`config.mk`:
```
export PLATFORM = sky130hd
export DESIGN_NAME = serial_word_loader
export DESIGN_NICKNAME = d
export VERILOG_FILES = /design/src/rtl/serial_word_loader.sv
export SDC_FILE = /design/constraint.sdc
export NUM_CORES = 1
export LEC_CHECK = 0
export CAP_MARGIN = 20
export CORE_MARGIN = 3
export CORE_UTILIZATION = 54
export CTS_BUF_LIST = sky130_fd_sc_hd__clkbuf_8 sky130_fd_sc_hd__clkbuf_16
export CTS_CLUSTER_SIZE = 40
export DETAILED_ROUTE_END_ITERATION = 7
export GPL_TIMING_DRIVEN = 0
export PLACE_DENSITY_LB_ADDON = 0.12
export REMOVE_ABC_BUFFERS = 1
export SLEW_MARGIN = 25
export SYNTH_ARGS = -nofsm -noshare
export SYNTH_HDL_FRONTEND = slang
export SYNTH_SLANG_ARGS = --single-unit
export TNS_END_PERCENT = 10
```
`constraint.sdc`:
```
create_clock -name clk -period 2.81 [get_ports clk]
set_input_delay 0.281 -clock clk [delete_from_list [all_inputs] [get_ports clk]]
set_output_delay 0.281 -clock clk [all_outputs]
set_load 0.02 [all_outputs]
```
`src/rtl/serial_word_loader.sv`:
```
module serial_word_loader #(
  parameter int REF_W   = 14,
  parameter int SWL_W   = 7,
  parameter int MAIN_W  = 11,
  parameter int MIN_DIV = 3
) (
  input  logic              clk,
  input  logic              rst_n,
  input  logic              ser_clk,
  input  logic              ser_dat,
  input  logic              ser_le,
  output logic [REF_W-1:0]  ref_div,
  output logic              pre_sel,
  output logic              phase_inv,
  output logic              mon_sel,
  output logic              cp_hi,
  output logic              ref_load,
  output logic [SWL_W-1:0]  swal_cnt,
  output logic [MAIN_W-1:0] main_div,
  output logic              cnt_load,
  output logic              div_err
);
  localparam int FRAME_W = REF_W + 5;
  localparam logic [REF_W-1:0]  REF_MIN  = REF_W'(MIN_DIV);
  localparam logic [MAIN_W-1:0] MAIN_MIN = MAIN_W'(MIN_DIV);

  logic               sclk_q, le_q;
  logic [FRAME_W-1:0] sr;

  wire shift_en = ser_clk & ~sclk_q & ~ser_le;
  wire load_en  = ser_le & ~le_q;
  wire to_ref   = sr[0];

  wire [REF_W-1:0]  r_new = sr[REF_W:1];
  wire [SWL_W-1:0]  a_new = sr[SWL_W:1];
  wire [MAIN_W-1:0] n_new = sr[FRAME_W-1 -: MAIN_W];
  wire              bad   = to_ref ? (r_new < REF_MIN) : (n_new < MAIN_MIN);

  always_ff @(posedge clk or negedge rst_n) begin
    if (!rst_n) begin
      sclk_q <= 1'b0;
      le_q   <= 1'b0;
      sr     <= '0;
    end else begin
      sclk_q <= ser_clk;
      le_q   <= ser_le;
      if (shift_en) sr <= {sr[FRAME_W-2:0], ser_dat};
    end
  end

  always_ff @(posedge clk or negedge rst_n) begin
    if (!rst_n) begin
      ref_div   <= '0;
      pre_sel   <= 1'b0;
      phase_inv <= 1'b0;
      mon_sel   <= 1'b0;
      cp_hi     <= 1'b0;
      swal_cnt  <= '0;
      main_div  <= '0;
      ref_load  <= 1'b0;
      cnt_load  <= 1'b0;
      div_err   <= 1'b0;
    end else begin
      ref_load <= load_en & to_ref;
      cnt_load <= load_en & ~to_ref;
      if (load_en) begin
        div_err <= bad;
        if (to_ref) begin
          ref_div   <= r_new;
          pre_sel   <= sr[REF_W+1];
          phase_inv <= sr[REF_W+2];
          mon_sel   <= sr[REF_W+3];
          cp_hi     <= sr[REF_W+4];
        end else begin
          swal_cnt <= a_new;
          main_div <= n_new;
        end
      end
    end
  end


  one_strobe_chk: assert property (@(posedge clk) disable iff (!rst_n)
    !(ref_load && cnt_load));

  strobe_from_le_chk: assert property (@(posedge clk) disable iff (!rst_n)
    (ref_load || cnt_load) |-> $past(ser_le));

  hold_while_le_chk: assert property (@(posedge clk) disable iff (!rst_n)
    ser_le |=> $stable(sr));

  ref_keep_chk: assert property (@(posedge clk) disable iff (!rst_n)
    !ref_load |-> $stable(ref_div) && $stable(cp_hi) && $stable(pre_sel));

  cnt_keep_chk: assert property (@(posedge clk) disable iff (!rst_n)
    !cnt_load |-> $stable(main_div) && $stable(swal_cnt));

  bad_main_chk: assert property (@(posedge clk) disable iff (!rst_n)
    (cnt_load && main_div < MAIN_MIN) |-> div_err);

  err_change_chk: assert property (@(posedge clk) disable iff (!rst_n)
    !(ref_load || cnt_load) |-> $stable(div_err));
endmodule

```
-- After elaboration in Yosys (flattened, before gate mapping)
Index checks and enable logic that the tools add are counted.
- bits in registers: 60
- output and inout port bits: 39
- logic and storage cells: 27
- magnitude comparators: 2
- mux-type cells: 1
- bitwise gates (word level): 9
- reductions and logical operators: 2
- operators by type and width (kind ; number):
    < comparator 14 x 2 -> 1 bit (second input constant) ; 1
    < comparator 11 x 2 -> 1 bit (second input constant) ; 1
    AND 1 bit ; 5
    NOT 1 bit ; 4
    AND reduction 2 bit ; 2
    two-way mux 1 bit ; 1

-- Depth between registers and ports, before layout
- depth in word-level cells: 3
- mapped depth: 5
- gate-level depth less buffers: 4

-- Worst setup path before layout
OpenSTA, ideal clock, no wires.
- path type: register to register
- from: register sclk_q
- to: register sr[10]
- data arrival time: 1.245 ns
- slack: 1.441 ns
- cell stages (with the launch flop): 5
- clock period less this slack: 1.369 ns
- cells stage by stage: dfrtp_1 > nor3b_1 > buf_2 > buf_4 > mux2_2
- word-level cells in the longest chain between the ends: 3
- RTL lines (element ; RTL line ; RTL):
    start, declared ; 27 ; logic sclk_q, le_q;
    start signal, assigned ; 45 ; sclk_q <= ser_clk;
    NOT 1 bit ; 30 ; wire shift_en = ser_clk & ~sclk_q & ~ser_le;
    AND 1 bit (2 in a row) ; 30 ;
    end signal, assigned ; 47 ; if (shift_en) sr <= {sr[FRAME_W-2:0], ser_dat};
    end, declared ; 28 ; logic [FRAME_W-1:0] sr;
No other way between the ends.
A chain may end at the register's enable or synchronous reset.

-- Final worst setup path
- from: input ser_le
- to: register div_err
- word-level cells in the longest chain between the ends: 1
- RTL lines (element ; RTL line ; RTL):
    start, declared ; 11 ; input logic ser_le,
    AND 1 bit ; 31 ; wire load_en = ser_le & ~le_q;
    end signal, assigned ; 62 ; div_err <= 1'b0;
    end signal, assigned ; 67 ; div_err <= bad;
    end, declared ; 21 ; output logic div_err
No other way between the ends.

==> results.tsv <==
stage	metric	value	unit
global_routing	antenna_found_initial	0	
synth	netlist.area_leader.share	0.662	
clock_tree	cts_made_buffers	9	
synth	synth_area	2270	µm²
routing	vias	1334	
synth	synth_top_family_by_area	multiplexers	
global_routing	grtUsageTotal	0.190	
synth	synthSimpleGateAreaFrac	0.0524	
finish	final_common_cell	dfrtp_1	
synth	synth_compound_area_frac	0.0138	
clock_tree	cts_root_buf	clkbuf_8	
floorplan	dieArea	5010	µm²
placed_design	placed_cells	233	
synth	synth_cell_types	18	
setup_path	required	3050	ps
finish	drive_gt1_frac	0.300	
floorplan	die_h	70.8	µm
finish	final_util	0.774	
synth	yosys_warnings	0	
timing	fin_crit	1960	ps
global_routing	grt_max_degree	32	
timing	whs	422	ps
status	status	finished, final reports clean	
setup_path	cp-start-kind	input pin	
timing	slew_headroom	0.494	
pwr	power.density	857	nW/µm²
clock_tree	clkLatencyLatePin	330	ps
floorplan	initial_core_util	0.588	
pwr	peakVddDrop	629	µV
placed_design	dpl.hpwl	2.73	mm
setup_path	worst_ep_arrival_time	2190	ps
timing	skew	6.59	ps
setup_path	r2r_cells	5	
routing	first_iter_violations	45	
setup_path	r2r-start	le_q$_DFF_PN0_	
pwr	power.leakage	1.44	nW
routing	vias_per_cell	5.31	
global_routing	grt_pass1_vias	1440	
synth	synth_fa_ha_area_frac	0	
setup_path	path_max_fanout	12	
timing	finalHoldViolCount	0	
timing	min_period_over_period	0.696	
finish	finalNetCount	203	
floorplan	io_pins	44	
placed_design	port_buffers	43	
synth	netlist_instances	145	
timing	fmax	0.511	GHz
synth	syn_avg_cell_area	15.6	µm²
timing	rsz0062_at_grt	false	
routing	ant_nets	0	
routing	totalWireLength	4.18	mm
timing	timing.setup.tns	0	ps
setup_path	reg2reg_to	div_err$_DFFE_PN0P_	
synth	synth_top_area_cell	dfrtp_1	
synth	synth.area.top_cells	dfrtp_1 66%, mux2_2 17%, mux2_1 7.9%	
finish	final_cell_mix	60 x dfrtp_1, 42 x clkdlybuf4s50_1, 34 x mux2_2	
clock_tree	clk_path_buf_depth	2	
floorplan	rows	22	
clock_tree	cts_tree	yes	
clock_tree	cts.sinks	60	
setup_path	critPathKind	input pin to register	
routing	wire_per_inst	16.6	µm
flow_run	drv_cap	0	
finish	stdcell_area	2980	µm²
placed_design	place.gp.congestion	0.747	
global_routing	grt-ovfl-total	0	
timing	setup_viol	0	
synth	ys_ff_latch	60	
finish	final_cells	251	
clock_tree	cts.htree.levels	3	
finish	syn2layout_area_growth	31.6	%
global_routing	grt_pass1_wl	7.39	mm
floorplan	coreArea	3850	µm²
synth	synth_seq_area_share	0.662	
routing	dr.pass1.iters	4	
setup_path	rrSetupSlack	900	ps
placed_design	dpl_cell_area	2760	µm²
synth	synth_xor_area_frac	0	
timing	tightest_slew	756	ps
routing	drc	0	
finish	antenna_cells	0	
min_path	hold_path.class	input pin to asynchronous set/reset pin	
timing	drv_slew	0	
clock_tree	clk_pin_slew	60	ps
floorplan	die_x	70.8	µm
synth	synth.area.mux_share	0.248	
setup_path	endpoint_kind	register	
==> state kept, by name (all words and copies together) (netlist names) <==
signal     cells
cnt_load       1
cp_hi          1
div_err        1
le_q           1
main_div      11
mon_sel        1
phase_inv      1
pre_sel        1
ref_div       14
ref_load       1
sclk_q         1
sr            19
swal_cnt       7
==> layout make-up <==
cell class / count / area, µm²
Fill cell: 228 / 871
Sequential cell: 60 / 1500
Timing Repair Buffer: 48 / 488
Clock inverter: 5 / 50.0
Tap cell: 48 / 60.1
Inverter: 2 / 7.51
Multi-Input combinational cell: 77 / 724
Clock buffer: 11 / 151
==> per-layer routing <==
layer | GRT usage | routed length, µm | vias up
li1 | - | - | 612
met2 | 0.277 | 2030 | 39
met1 | 0.253 | 1860 | 674
met5 | 0 | 0 | -
met4 | 0.0939 | 76 | 0
met3 | 0.0696 | 215 | 9
==> power breakdown <==
part	internal (mW)	total [mW]	switching, mW
registers	1.04	1.17	0.133
clock network	0.451	0.769	0.318
logic	0.337	0.618	0.281
==> cell families after synthesis <==
family | count (synthesis)
AND/OR/NAND/NOR | 23
buffers and inverters | 8
AO/OA/AOI/OAI | 4
multiplexers | 50
flip-flops | 60
==> worst max path at each step <==
stage | slack [ps] | to | from
floorplan | 450 | sr[0]$_DFFE_PN0P_ | sclk_q$_DFF_PN0_
detailed placement | 340 | div_err$_DFFE_PN0P_ | ser_le
global route | 760 | sr[10]$_DFFE_PN0P_ | ser_le
finish | 850 | div_err$_DFFE_PN0P_ | ser_le
global placement | -480 | sr[10]$_DFFE_PN0P_ | ser_le
CTS | 660 | div_err$_DFFE_PN0P_ | ser_le
==> critical path, stage by stage <==
cell and delay (ps):
clkdlybuf4s50_1 580, nand3b_1 510, buf_6 350, nor4_2 160, a32oi_1 120, o31ai_2 190
==> Yosys cell counts, drive strengths merged <==
cell / instances
buf: 6
mux2: 50
a21oi: 1
nand3b: 1
nor3b: 1
a32oi: 1
or4: 2
dfrtp: 60
o21ai: 1
inv: 2
nor3: 1
nor4: 2
o31ai: 1
nand2: 16
==> per-stage QoR <==
step / power [mW] / worst slack, ps
6_report: 2.56 / 854
3_3_place_gp: 1.77 / -482
2_1_floorplan: 1.48 / 453
3_5_place_dp: 1.80 / 338
4_1_cts: 2.58 / 656
5_1_grt: 2.68 / 760
==> what timing repair did <==
item / 4_1_cts / 5_1_grt
hold buffers: 1 / 0
endpoints found under the hold margin: 30 / 0
resized for setup: 0 / 0
buffers inserted: 0 / 0
(Power assumes the default switching activity.)
